<file path="config.mk">
export PLATFORM = sky130hd
export DESIGN_NAME = tw_bus_guard
export DESIGN_NICKNAME = d
export VERILOG_FILES = /design/src/rtl/tw_pkg.sv /design/src/rtl/tw_sync.sv /design/src/rtl/tw_cond_detect.sv /design/src/rtl/tw_arbiter.sv /design/src/rtl/tw_event_flags.sv /design/src/rtl/tw_bus_guard.sv
export SDC_FILE = /design/constraint.sdc
export NUM_CORES = 1
export LEC_CHECK = 0
export CORE_AREA = 5 5 42 44
export CTS_CLUSTER_SIZE = 40
export DETAILED_ROUTE_END_ITERATION = 12
export DIE_AREA = 0 0 47 49
export DONT_BUFFER_PORTS = 1
export GPL_ROUTABILITY_DRIVEN = 1
export MAX_ROUTING_LAYER = met4
export PLACE_DENSITY = 0.54
export SYNTH_ARGS = -nofsm -noshare
export SYNTH_HDL_FRONTEND = slang
export SYNTH_SLANG_ARGS = --single-unit
</file>
<file path="constraint.sdc">
create_clock -name clk -period 1.7 [get_ports clk]
set_clock_uncertainty 0.2 [all_clocks]
set_input_delay 0.425 -clock clk [delete_from_list [all_inputs] [get_ports clk]]
set_output_delay 0.425 -clock clk [all_outputs]
set_load 0.02 [all_outputs]
</file>
<file path="src/rtl/tw_pkg.sv">
package tw_pkg;

  // Bus events seen on one clock cycle after synchronization.
  typedef struct packed {
    logic start;
    logic stop;
    logic scl_rise;
  } tw_events_t;

  // Transfer phase reported with an arbitration loss.
  typedef enum logic {
    PH_DATA = 1'b0,
    PH_ADDR = 1'b1
  } tw_phase_e;

endpackage

</file>
<file path="src/rtl/tw_sync.sv">
module tw_sync #(
  parameter int   STAGES  = 2,
  parameter int   WIDTH   = 2,
  parameter logic RST_VAL = 1'b1
) (
  input  logic             clk,
  input  logic             rst_n,
  input  logic [WIDTH-1:0] d,
  output logic [WIDTH-1:0] q
);

  logic [STAGES-1:0][WIDTH-1:0] chain_q;
  logic [STAGES-1:0][WIDTH-1:0] chain_d;

  always_comb begin
    chain_d[0] = d;
    for (int i = 1; i < STAGES; i++) begin
      chain_d[i] = chain_q[i-1];
    end
  end

  always_ff @(posedge clk or negedge rst_n) begin
    if (!rst_n) begin
      chain_q <= {(STAGES*WIDTH){RST_VAL}};
    end else begin
      chain_q <= chain_d;
    end
  end

  assign q = chain_q[STAGES-1];

endmodule

</file>
<file path="src/rtl/tw_cond_detect.sv">
module tw_cond_detect (
  input  logic               clk,
  input  logic               rst_n,
  input  logic               enable,
  input  logic               scl_s,
  input  logic               sda_s,
  output tw_pkg::tw_events_t ev
);

  logic scl_prev_q, sda_prev_q;
  logic scl_prev_d, sda_prev_d;

  // The history registers run even while disabled, so that turning
  // the block on never shows a false edge.
  always_comb begin
    scl_prev_d = scl_s;
    sda_prev_d = sda_s;
  end

  always_ff @(posedge clk or negedge rst_n) begin
    if (!rst_n) begin
      scl_prev_q <= 1'b1;
      sda_prev_q <= 1'b1;
    end else begin
      scl_prev_q <= scl_prev_d;
      sda_prev_q <= sda_prev_d;
    end
  end

  always_comb begin
    ev.start    = enable & scl_prev_q & scl_s &  sda_prev_q & ~sda_s;
    ev.stop     = enable & scl_prev_q & scl_s & ~sda_prev_q &  sda_s;
    ev.scl_rise = enable & ~scl_prev_q & scl_s;
  end

endmodule

</file>
<file path="src/rtl/tw_arbiter.sv">
module tw_arbiter (
  input  logic               clk,
  input  logic               rst_n,
  input  logic               enable,
  input  tw_pkg::tw_events_t ev,
  input  logic               sda_s,
  input  logic               master_active,
  input  logic               sda_hold,
  input  logic               phase_addr,
  output logic               arb_lost,
  output logic               arb_in_addr
);

  import tw_pkg::*;

  logic      lost_q, lost_d;
  tw_phase_e phase_q, phase_d;
  logic      mismatch;

  // The line was released expecting high but reads low on a clock rise.
  assign mismatch = ev.scl_rise & master_active & ~sda_hold & ~sda_s;

  always_comb begin
    lost_d  = lost_q;
    phase_d = phase_q;
    if (!enable) begin
      lost_d  = 1'b0;
      phase_d = PH_DATA;
    end else if (ev.start) begin
      lost_d  = 1'b0;
      phase_d = PH_DATA;
    end else if (!lost_q && mismatch) begin
      lost_d  = 1'b1;
      phase_d = phase_addr ? PH_ADDR : PH_DATA;
    end
  end

  always_ff @(posedge clk or negedge rst_n) begin
    if (!rst_n) begin
      lost_q  <= 1'b0;
      phase_q <= PH_DATA;
    end else begin
      lost_q  <= lost_d;
      phase_q <= phase_d;
    end
  end

  assign arb_lost    = lost_q;
  assign arb_in_addr = (phase_q == PH_ADDR);

endmodule

</file>
<file path="src/rtl/tw_event_flags.sv">
module tw_event_flags (
  input  logic               clk,
  input  logic               rst_n,
  input  logic               enable,
  input  tw_pkg::tw_events_t ev,
  input  logic               byte_done,
  input  logic               irq_clear,
  output logic               start_seen,
  output logic               stop_seen,
  output logic               irq_flag
);

  logic start_q, start_d;
  logic stop_q,  stop_d;
  logic irq_q,   irq_d;
  logic irq_set;

  assign irq_set = enable & (ev.start | ev.stop | byte_done);

  always_comb begin
    start_d = start_q;
    stop_d  = stop_q;
    if (!enable) begin
      start_d = 1'b0;
      stop_d  = 1'b0;
    end else if (ev.start) begin
      start_d = 1'b1;
      stop_d  = 1'b0;
    end else if (ev.stop) begin
      start_d = 1'b0;
      stop_d  = 1'b1;
    end
  end

  // A new event wins over a software clear in the same cycle.
  always_comb begin
    irq_d = irq_q;
    if (irq_set) begin
      irq_d = 1'b1;
    end else if (irq_clear) begin
      irq_d = 1'b0;
    end
  end

  always_ff @(posedge clk or negedge rst_n) begin
    if (!rst_n) begin
      start_q <= 1'b0;
      stop_q  <= 1'b0;
      irq_q   <= 1'b0;
    end else begin
      start_q <= start_d;
      stop_q  <= stop_d;
      irq_q   <= irq_d;
    end
  end

  assign start_seen = start_q;
  assign stop_seen  = stop_q;
  assign irq_flag   = irq_q;

endmodule

</file>
<file path="src/rtl/tw_bus_guard.sv">
module tw_bus_guard #(
  parameter int SYNC_STAGES = 2,
  parameter int RST_STAGES  = 2
) (
  input  logic clk,
  input  logic rst_n,
  input  logic enable,
  input  logic scl_in,
  input  logic sda_in,
  input  logic scl_hold,
  input  logic sda_hold,
  input  logic master_active,
  input  logic phase_addr,
  input  logic byte_done,
  input  logic irq_clear,
  input  logic irq_en,
  output logic scl_oe,
  output logic sda_oe,
  output logic start_seen,
  output logic stop_seen,
  output logic bus_free,
  output logic irq_flag,
  output logic irq,
  output logic arb_lost,
  output logic arb_in_addr
);

  import tw_pkg::*;

  localparam int LINES = 2;

  logic             rst_core_n;
  logic [LINES-1:0] lines_s;
  logic             scl_s, sda_s;
  tw_events_t       ev;
  logic             start_evt;

  tw_sync #(.STAGES(RST_STAGES), .WIDTH(1), .RST_VAL(1'b0)) u_rst_sync (
    .clk   (clk),
    .rst_n (rst_n),
    .d     (1'b1),
    .q     (rst_core_n)
  );

  tw_sync #(.STAGES(SYNC_STAGES), .WIDTH(LINES), .RST_VAL(1'b1)) u_line_sync (
    .clk   (clk),
    .rst_n (rst_core_n),
    .d     ({scl_in, sda_in}),
    .q     (lines_s)
  );

  assign scl_s = lines_s[1];
  assign sda_s = lines_s[0];

  tw_cond_detect u_detect (
    .clk    (clk),
    .rst_n  (rst_core_n),
    .enable (enable),
    .scl_s  (scl_s),
    .sda_s  (sda_s),
    .ev     (ev)
  );

  assign start_evt = ev.start;

  tw_arbiter u_arb (
    .clk           (clk),
    .rst_n         (rst_core_n),
    .enable        (enable),
    .ev            (ev),
    .sda_s         (sda_s),
    .master_active (master_active),
    .sda_hold      (sda_hold),
    .phase_addr    (phase_addr),
    .arb_lost      (arb_lost),
    .arb_in_addr   (arb_in_addr)
  );

  tw_event_flags u_flags (
    .clk        (clk),
    .rst_n      (rst_core_n),
    .enable     (enable),
    .ev         (ev),
    .byte_done  (byte_done),
    .irq_clear  (irq_clear),
    .start_seen (start_seen),
    .stop_seen  (stop_seen),
    .irq_flag   (irq_flag)
  );

  // The data level is always low; only the direction is steered.
  assign scl_oe   = enable & scl_hold & ~arb_lost;
  assign sda_oe   = enable & sda_hold & ~arb_lost;
  assign bus_free = stop_seen | ~(start_seen | stop_seen);
  assign irq      = irq_flag & irq_en;

endmodule

</file>
==> metrics.md, run 1 <==
| Metric | Value |
|---|---|
| Switching share of power | `0.2456` |
| Hold EP | `u_flags.irq_flag$_DFFE_PN0P_` |
| Synth Area in Compound Gates | `0.1128` |
| LEAKAGE | `0.2719 nW` |
| H-tree depth | `1` |
| Max-Cap Viols | `0` |
| Register bit total from synthesis | `13` |
| Final count of negative-setup-slack endpoints | `0` |
| Critical path peak fanout | `3` |
| Yosys cell types | `21` |
| Row count | `14` |
| Pre-antenna DRT Iters | `4` |
| Data required time of the worst path | `1.07 ns` |
| Clk sink count | `13` |
| Power share of the clock group | `0.315` |
| Internal power consumption | `445.6 µW` |
| Adder-Cell Fraction of Synth Area | `0` |
| Fillers | `139` |
| Starting Density | `0.3563` |
| CP Data Arrival Time | `1.06 ns` |
| Die Area | `0.002303 mm²` |
| HP Class | `input pin to flip-flop` |
| Fin Setup TNS | `0 ns` |
| Worst-path clk slew | `0.08 ns` |
| Final hold violations | `0` |
| Setup crit start kind | `flip-flop` |
| Worst-Skew Late Latency | `0.27 ns` |
| Initial DRC Count | `8` |
| RSZ-0062 raised after global routing | `true` |
| Initial antenna violation count | `0` |
| Hpwl dp | `767.7 µm` |
| Simple-gate share of the synthesized area | `0.1529` |
| Final ANT Viol Nets | `0` |
| Final RePlAce weighted congestion | `0.7998` |
| CTS tree | `done` |
| Drc violations | `0` |
| Part of the cycle the worst path needs | `0.9933` |
| Post-Route WL | `979 µm` |
| Endpoint type of the worst setup path | `primary output` |
| Power Total | `590.6 µW` |
| FF-to-FF path depth | `3` |
| Vias in the first global route | `381` |
| Post-Syn Area | `499.2 µm²` |
| Share of cells above drive strength 1 | `0.2941` |
| Mux cell area share after synthesis | `0.02005` |
| Syn_nets | `53` |
| Largest family of logic cells by synthesized area | `simple AND/OR/NAND/NOR gates` |
| Inserted Diodes | `0` |
| Power per cell area | `973.3 mW/mm²` |
| TritonCTS Buffers | `3` |
| I/O pin total | `21` |
| Max Slew Vio Count | `0` |
| WS Path Type | `flip-flop to primary output` |
| Share of power burned in registers | `0.601` |
| Vias | `359` |
| Clock buffer depth | `2` |
| Area Growth Syn to Fin | `21.55%` |
| Max Clk Rate | `592.2 MHz` |
| Reg2reg start | `u_line_sync.q[0]$_DFF_PN1_` |
| Seq/Total Area, Yosys | `0.6667` |
| Die Y | `49 µm` |
| Fin nets | `64` |
| Synth Area per Inst | `12.18 µm²` |
| Gate power share | `0.084` |
| Post-Syn Instances | `41` |
| Global-route wire length before repair | `1.462 mm` |
| Reg2reg setup slack | `0.31 ns` |
| Die width | `47 µm` |
| Tot GR Track Use | `0.09084` |
| Root Buffer | `clkbuf_4` |
| Critical path origin | `u_arb.arb_lost$_DFFE_PN0P_` |
| HP Start | `irq_clear` |
| Status | `finished, final reports clean` |
| Global route overflow | `0` |
| Worst vdd ir | `0.6158 mV` |
| Largest net degree at the start of global routing | `8` |
| Yosys synthesis warning count | `0` |
| Area of the multi-input gates | `160.2 µm²` |
| P_sw | `145.1 µW` |
| Reg area | `334.1 µm²` |
| Core area | `0.001401 mm²` |
| Hold path cells | `1` |
| R2R Path End | `u_arb.arb_in_addr$_DFFE_PN0P_` |
| Vias/cell | `5.358` |
| Final min period | `1.689 ns` |
| Xor and xnor area share after synthesis | `0.01754` |
| PortBufs | `0` |
| WL/cell | `14.61 µm` |
## critical path: stages, from the launching register on
cell,delay (ns)
dfrtp_1,0.38
and2b_1,0.23
and2_4,0.18
## worst max path at each step
stage / end / slack (ns)
after floorplan: scl_oe / 0.17
after global placement: sda_oe / 0.27
after detailed placement: scl_oe / 0.24
after CTS: scl_oe / 0.002
after global routing: scl_oe / -0.04
final: scl_oe / 0.01
## final cells by class
type | instances | share of cell area
Tap cell | 16 | 0.03299
Clock buffer | 4 | 0.04330
Multi-Input combinational cell | 25 | 0.2639
Sequential cell | 13 | 0.5505
Timing Repair Buffer | 6 | 0.09072
Inverter | 3 | 0.01856
## timing repair
item | 4_1_cts | 5_1_grt
hold buffers | 4 | 0
endpoints found under the hold margin | 9 | 0
buffers inserted | 1 | 0
pin swaps | 0 | 2
gates resized for setup | 4 | 1
setup endpoints to repair | 2 | 3
## layer usage
metal / up-vias / share of wire / GRT usage
met3: 0 / 0.12 / 0.05535
met5: - / 0 / -
met4: 0 / 0 / 0.02304
met1: 180 / 0.32 / 0.07356
met2: 20 / 0.56 / 0.1629
li1: 159 / - / -
## Yosys cell counts, drive strengths merged
library cell	number	area (µm²)
a21oi	1	5.000
a31oi	3	18.77
and2	3	18.77
and2b	2	16.27
and3b	1	8.760
conb	1	3.750
dfrtp	7	175.2
dfstp	6	157.7
inv	3	11.26
mux2i	1	10.01
nand2	2	7.510
nand2b	1	6.260
nand3	1	5.000
nand4	1	6.260
nor2	2	7.510
o211ai	1	7.510
o21ai	2	10.01
o22ai	1	6.260
o32ai	1	8.760
xor2	1	8.760
## cells by family (layout without fill, tap and decap cells)
group | after synthesis | in the layout
buffers and inverters | 3 | 13
other | 1 | 1
xor gates and xnor gates | 1 | 1
muxes | 1 | 1
AOI/OAI and AO/OA | 9 | 9
and+or+nand+nor | 13 | 13
DFF | 13 | 13
## flip-flops by register name, indices dropped and copies added (netlist names)
signal and cells:
u_arb.arb_in_addr 1, u_arb.arb_lost 1, u_detect.scl_prev_q 1, u_detect.sda_prev_q 1
u_flags.irq_flag 1, u_flags.start_seen 1, u_flags.stop_seen 1, u_line_sync.chain_d 2
u_line_sync.q 2, u_rst_sync.chain_d 1, u_rst_sync.q 1
## power groups by stage
| stage | Sequential, mW | Combinational [mW] | Clock (mW) |
|---|---|---|---|
| finish | 0.355 | 0.0496 | 0.186 |
| global route | 0.358 | 0.0541 | 0.207 |
| CTS | 0.355 | 0.0500 | 0.192 |
| detailed placement | 0.362 | 0.0355 | 0 |
| global placement | 0.361 | 0.0339 | 0 |
| floorplan | 0.358 | 0.0296 | 0 |
## through the flow
stage | hold WS (ns) | setup WS, ns | instances | cell area (µm²) | utilization
2_1_floorplan | -0.07059 | 0.1702 | 41 | 499.2 | -
3_3_place_gp | -0.07052 | 0.2743 | 58 | 526.8 | 0.3759
3_5_place_dp | -0.07053 | 0.2404 | 58 | 526.8 | 0.3759
4_1_cts | 0.04727 | 0.002444 | 67 | 605.6 | 0.4321
5_1_grt | 0.05637 | -0.03852 | 67 | 606.8 | 0.4330
6_report | 0.05052 | 0.01142 | 67 | 606.8 | 0.4330
## placed cells by master (no fill, tap or decap)
master	synthesis	routed
dfrtp_1	7	6
dfstp_2	6	6
dlygate4sd3_1	0	4
a31oi_1	3	3
inv_1	3	3
clkbuf_4	0	3
and2_4	0	2
o21ai_0	2	2
nor2_1	2	2
nand2_1	2	2
buf_4	0	2
and2b_1	1	1
nand2b_1	1	1
and2_1	3	1
nand3_1	1	1
and2b_2	1	1
and3b_1	1	1
a21oi_1	1	1
o32ai_1	1	1
xor2_1	1	1
o22ai_1	1	1
o211ai_1	1	1
nand4_1	1	1
mux2i_1	1	1
clkbuf_1	0	1
dfrtp_2	0	1
conb_1	1	1
Power figures use the tool's default switching activity.
==> run 2: changes to the inputs <==
==> constraint.sdc (replaced) <==
create_clock -name clk -period 1.7 [get_ports clk]
set_clock_uncertainty 0.2 [all_clocks]
set_input_delay 0.34 -clock clk [delete_from_list [all_inputs] [get_ports clk]]
set_output_delay 0.34 -clock clk [all_outputs]
set_load 0.02 [all_outputs]
==> run 2 against run 1 <==
Sequential share of layout area is 1.9 points lower. Die area did not move. Critical endpoint is now sda_oe. Highest routed layer unchanged. Largest power group unchanged. Hold slack worse by 0.015 ns. Sequential power about the same. Via count decreased by 0.56%. Largest cell class unchanged. Maximum frequency grew 5.4%. First-iteration DRC count fell by 88%. Critical path depth unchanged. Total power shrank 1.3%. Wire length fell by 4.2%. Global-route usage is 0.37 points higher. Sequential cell count is the same.
==> metrics.md, run 2 (synthesis results as in run 1) <==
| Metric | Value |
|---|---|
| Status | `finished, final reports clean` |
| Routed wire length on met3 | `83 µm` |
| Global route overflow | `0` |
| Final hold violations | `0` |
| Top sig layer | `met3` |
| Largest net degree at the start of global routing | `8` |
| Fin nets | `66` |
| Critical path depth | `2` |
| Clk sink count | `13` |
| H-tree depth | `1` |
| PortBufs | `0` |
| Met1 Wirelength | `328 µm` |
| Final ANT Viol Nets | `0` |
| Metal2 WL | `526 µm` |
| Die Y | `49 µm` |
| Inserted Diodes | `0` |
| FF-to-FF path depth | `3` |
| CP max stage delay | `0.38 ns` |
| Cells after DPL | `58` |
| Tot GR Track Use | `0.09457` |
| CTS tree | `done` |
| Global-route wire length before repair | `1.538 mm` |
| CP Data Arrival Time | `1.06 ns` |
| Crit path max-delay cell type | `dfrtp_1` |
| WS Path Type | `flip-flop to primary output` |
| Worst vdd ir | `0.3841 mV` |
| RSZ-0062 raised after global routing | `false` |
| Drc violations | `0` |
| Reg2reg setup slack | `0.31 ns` |
| Endpoint type of the worst setup path | `primary output` |
| Initial antenna violation count | `0` |
| Vias in the first global route | `354` |
| Pre-antenna DRT Iters | `2` |
| WL/cell | `13.59 µm` |
| Hpwl dp | `765.8 µm` |
| Commonest non-fill, non-tap cells in the layout | `dlygate4sd3_1, dfrtp_1, dfstp_2` |
| TritonCTS Buffers | `3` |
| Clock buffer depth | `2` |
| Non-Filler Instances | `69` |
| I/O pin total | `21` |
| Largest delay share family, worst path | `simple AND/OR/NAND/NOR gates` |
| Min Hold Slack | `0.03540 ns` |
| Worst-Skew Late Latency | `0.26 ns` |
| Finished Core Util | `0.4464` |
| Max Slew Vio Count | `0` |
| Hold path cells | `2` |
| LEAKAGE | `0.2789 nW` |
| Area Growth Syn to Fin | `25.31%` |
| Crit-path cells | `and2b_1 -> and2_2` |
| Final count of negative-setup-slack endpoints | `0` |
| Area of the multi-input gates | `157.7 µm²` |
| Core area | `0.001401 mm²` |
| Die Area | `0.002303 mm²` |
| Post-Route WL | `938 µm` |
| CP Buf/Inv Count | `0` |
| Die width | `47 µm` |
| Max Clk Rate | `624.2 MHz` |
| Reg area | `332.8 µm²` |
| Root Buffer | `clkbuf_4` |
| Data required time of the worst path | `1.16 ns` |
| Worst-path clk slew | `0.07 ns` |
| Setup crit start kind | `flip-flop` |
| Final min period | `1.602 ns` |
| Row count | `14` |
| Vias/cell | `5.174` |
| Initial DRC Count | `1` |
| Power per cell area | `931.6 mW/mm²` |
| Part of the cycle the worst path needs | `0.9424` |
| Max-Cap Viols | `0` |
| Share of cells above drive strength 1 | `0.2453` |
| Vias | `357` |
| Fin Setup TNS | `0 ns` |
| HP Class | `input pin to flip-flop` |
| Starting Density | `0.3563` |
| Fillers | `150` |
| Final RePlAce weighted congestion | `0.7511` |
| Critical path peak fanout | `3` |
==> run 2: cell count changes in the layout (fill, tap and decap cells not counted), sizes merged <==
| cell | change |
|---|---|
| dlygate4sd3 | +3 |
| buf | -1 |
==> run 2: worst paths after layout <==
path                                            start                         endpoint
setup reg to reg           u_line_sync.q[0]$_DFF_PN1_    u_arb.arb_in_addr$_DFFE_PN0P_
max in group asynchronous      u_rst_sync.q$_DFF_PN0_    u_arb.arb_in_addr$_DFFE_PN0P_
min in group asynchronous                       rst_n  u_rst_sync.chain_d[1]$_DFF_PN0_
hold reg to reg                u_rst_sync.q$_DFF_PN0_       u_line_sync.q[1]$_DFF_PN1_
hold / removal                                 enable   u_flags.start_seen$_DFFE_PN0P_
setup / recovery           u_arb.arb_lost$_DFFE_PN0P_                           sda_oe
==> run 2: what timing repair did <==
item	in CTS	in global routing
hold buffers	6	1
setup buffers	0	0
resized for setup	0	2
endpoints found under the setup margin	0	2
hold endpoints to repair	11	1
==> run 2: layout make-up <==
cell class | count | area share
Inverter | 3 | 0.01800
Timing Repair Buffer | 8 | 0.1240
Clock buffer | 4 | 0.04200
Tap cell | 16 | 0.03200
Sequential cell | 13 | 0.5320
Multi-Input combinational cell | 25 | 0.2520
==> run 2: metrics by stage <==
| stage | power (mW) | area [µm²] | worst slack, ns |
|---|---|---|---|
| after floorplan | 0.3871 | 499.2 | 0.2552 |
| after global placement | 0.3948 | 526.8 | 0.3265 |
| after detailed placement | 0.3979 | 526.8 | 0.2938 |
| after CTS | 0.5935 | 613.1 | 0.04238 |
| after global routing | 0.6246 | 625.6 | 0.02587 |
| final | 0.5828 | 625.6 | 0.09798 |
==> run 2: report_power, final <==
part	internal [mW]	switching [mW]	total [mW]
Clock	0.0906	0.0867	0.177
Combinational	0.0250	0.0262	0.0512
Sequential	0.331	0.0234	0.354
==> run 2: metal layers <==
| metal | global-route usage | vias to the layer above |
|---|---|---|
| li1 | - | 165 |
| met1 | 0.09677 | 179 |
| met2 | 0.1561 | 13 |
| met3 | 0.04428 | 0 |
| met4 | 0.02765 | 0 |
| met5 | - | - |
==> run 3: changes to the inputs <==
--- a/config.mk
+++ b/config.mk
@@ -5,6 +5,8 @@
 export SDC_FILE = /design/constraint.sdc
 export NUM_CORES = 1
 export LEC_CHECK = 0
+export CELL_PAD_IN_SITES_DETAIL_PLACEMENT = 1
+export CELL_PAD_IN_SITES_GLOBAL_PLACEMENT = 1
 export CORE_AREA = 5 5 42 44
 export CTS_CLUSTER_SIZE = 40
 export DETAILED_ROUTE_END_ITERATION = 12
@@ -12,7 +14,7 @@
 export DONT_BUFFER_PORTS = 1
 export GPL_ROUTABILITY_DRIVEN = 1
 export MAX_ROUTING_LAYER = met4
-export PLACE_DENSITY = 0.54
+export PLACE_DENSITY = 0.66
 export SYNTH_ARGS = -nofsm -noshare
 export SYNTH_HDL_FRONTEND = slang
 export SYNTH_SLANG_ARGS = --single-unit
==> run 3 against run 2 <==
Core utilization unchanged. Sequential cell count unchanged. Maximum frequency decreased by 1.1%. Setup slack got worse by 0.018 ns. Sequential power about the same. Critical path type unchanged. Critical endpoint is now scl_oe.
==> metrics.md, run 3 (synthesis results as in run 1) <==
| Metric | Value |
|---|---|
| Non-Filler Instances | `69` |
| Core area | `0.001401 mm²` |
| Row count | `14` |
| TritonCTS Buffers | `3` |
| Final hold violations | `0` |
| Die Y | `49 µm` |
| CP Data Arrival Time | `1.08 ns` |
| Cells after DPL | `58` |
| Post-Route WL | `945 µm` |
| Max Slew Vio Count | `0` |
| Data required time of the worst path | `1.16 ns` |
| Endpoint type of the worst setup path | `primary output` |
| Status | `finished, final reports clean` |
| Hpwl dp | `769.1 µm` |
| Die width | `47 µm` |
| Worst vdd ir | `0.3743 mV` |
| CTS tree | `done` |
| Pre-antenna DRT Iters | `4` |
| Fin nets | `66` |
| Placed inst area | `526.8 µm²` |
| RSZ-0062 raised after global routing | `false` |
| Commonest non-fill, non-tap cells in the layout | `dlygate4sd3_1, dfrtp_1, dfstp_2` |
| Largest net degree at the start of global routing | `8` |
| Clock buffer depth | `2` |
| Layer with the highest usage | `met2` |
| Part of the cycle the worst path needs | `0.9531` |
| Internal power consumption | `446.6 µW` |
| I/O pin total | `21` |
| Met3 GRT Util | `0.04428` |
| Vias | `353` |
| Power share of the clock group | `0.319` |
| Worst-Skew Late Latency | `0.27 ns` |
| Clk sink count | `13` |
| Root Buffer | `clkbuf_4` |
| Fin Setup TNS | `0 ns` |
| Global-route wire length before repair | `1.524 mm` |
| PortBufs | `0` |
| Max Clk Rate | `617.2 MHz` |
| Gate power share | `0.085` |
| Met2 Track Usage GR | `0.1606` |
| Initial DRC Count | `3` |
| Final ANT Viol Nets | `0` |
| Initial antenna violation count | `0` |
| Hold path cells | `2` |
| Switching share of power | `0.2480` |
| LEAKAGE | `0.2789 nW` |
| Share of cells above drive strength 1 | `0.2453` |
| Drc violations | `0` |
| WS Path Type | `flip-flop to primary output` |
| Setup WS post-layout | `0.07978 ns` |
| FF-to-FF path depth | `3` |
| Inserted Diodes | `0` |
| Max-Cap Viols | `0` |
| H-tree depth | `1` |
| Area Growth Syn to Fin | `25.31%` |
| Tot GR Track Use | `0.09876` |
| Share of power burned in registers | `0.596` |
| Place WS | `0.3158 ns` |
| Final instance area | `625.6 µm²` |
| Power per cell area | `949.4 mW/mm²` |
| Worst-path clk slew | `0.08 ns` |
| HP Class | `input pin to flip-flop` |
| Vias/cell | `5.116` |
| WL/cell | `13.70 µm` |
| Final RePlAce weighted congestion | `0.6650` |
| Starting Density | `0.3563` |
| Vias in the first global route | `348` |
| Final min period | `1.620 ns` |
| Setup crit start kind | `flip-flop` |
| Met1 GRT Util | `0.09840` |
| Die Area | `0.002303 mm²` |
| Global route overflow | `0` |
| Critical path peak fanout | `3` |
| Final count of negative-setup-slack endpoints | `0` |
| P_sw | `147.3 µW` |
## run 3: cell counts in the layout (fill, tap and decap cells not counted)
No cell type changed its count.
## run 3: path summary, 6_finish.rpt
check                           slack [ns]                        from                              end
worst max register to register        0.32  u_line_sync.q[0]$_DFF_PN1_    u_arb.arb_in_addr$_DFFE_PN0P_
min in group asynchronous             0.09                       rst_n  u_rst_sync.chain_d[1]$_DFF_PN0_
worst min-delay path                  0.02                      enable   u_flags.start_seen$_DFFE_PN0P_
max in group asynchronous             0.45      u_rst_sync.q$_DFF_PN0_     u_flags.irq_flag$_DFFE_PN0P_
worst min register to register        0.13      u_rst_sync.q$_DFF_PN0_       u_line_sync.q[1]$_DFF_PN1_
worst max-delay path                  0.08  u_arb.arb_lost$_DFFE_PN0P_                           scl_oe
## run 3: timing repair
action / CTS / global route
buffers inserted: 0 / 0
setup endpoints to repair: 0 / 2
resized for setup: 0 / 2
hold buffers: 7 / 0
hold endpoints to repair: 12 / 0
## run 3: per-stage QoR
step	total power [mW]	hold WS, ns	util
6_report	0.5939	0.02104	0.4464
5_1_grt	0.6201	0.02647	0.4464
4_1_cts	0.6006	0.01957	0.4446
3_5_place_dp	0.3978	-0.1555	0.3759
3_3_place_gp	0.3955	-0.1555	0.3759
2_1_floorplan	0.3871	-0.1556	-
## run 3: layer usage
| metal | vias to the layer above | wire length [µm] |
|---|---|---|
| met3 | 2 | 57 |
| met5 | - | 0 |
| met1 | 181 | 341 |
| met2 | 8 | 532 |
| li1 | 162 | - |
| met4 | 0 | 13 |
## run 3: power groups by stage
stage | Clock [mW] | Combinational (mW) | Sequential [mW]
detailed placement | 0 | 0.0351 | 0.363
CTS | 0.195 | 0.0508 | 0.355
finish | 0.189 | 0.0506 | 0.354
global placement | 0 | 0.0343 | 0.361
global route | 0.207 | 0.0559 | 0.357
floorplan | 0 | 0.0296 | 0.358
## run 3: area by class of cell
| cell class | instances | area (µm²) |
|---|---|---|
| well taps | 16 | 20.02 |
| fillers | 162 | 775.7 |
| inverters | 3 | 11.26 |
| repair buffers | 8 | 77.57 |
| multi-input cells | 25 | 157.7 |
| flip-flops and latches | 13 | 332.8 |
| clock buffers | 4 | 26.28 |
## run 3: critical path: stages (launching register included)
cell     delay, ns
dfrtp_1       0.38
and2b_1       0.22
and2_2        0.21
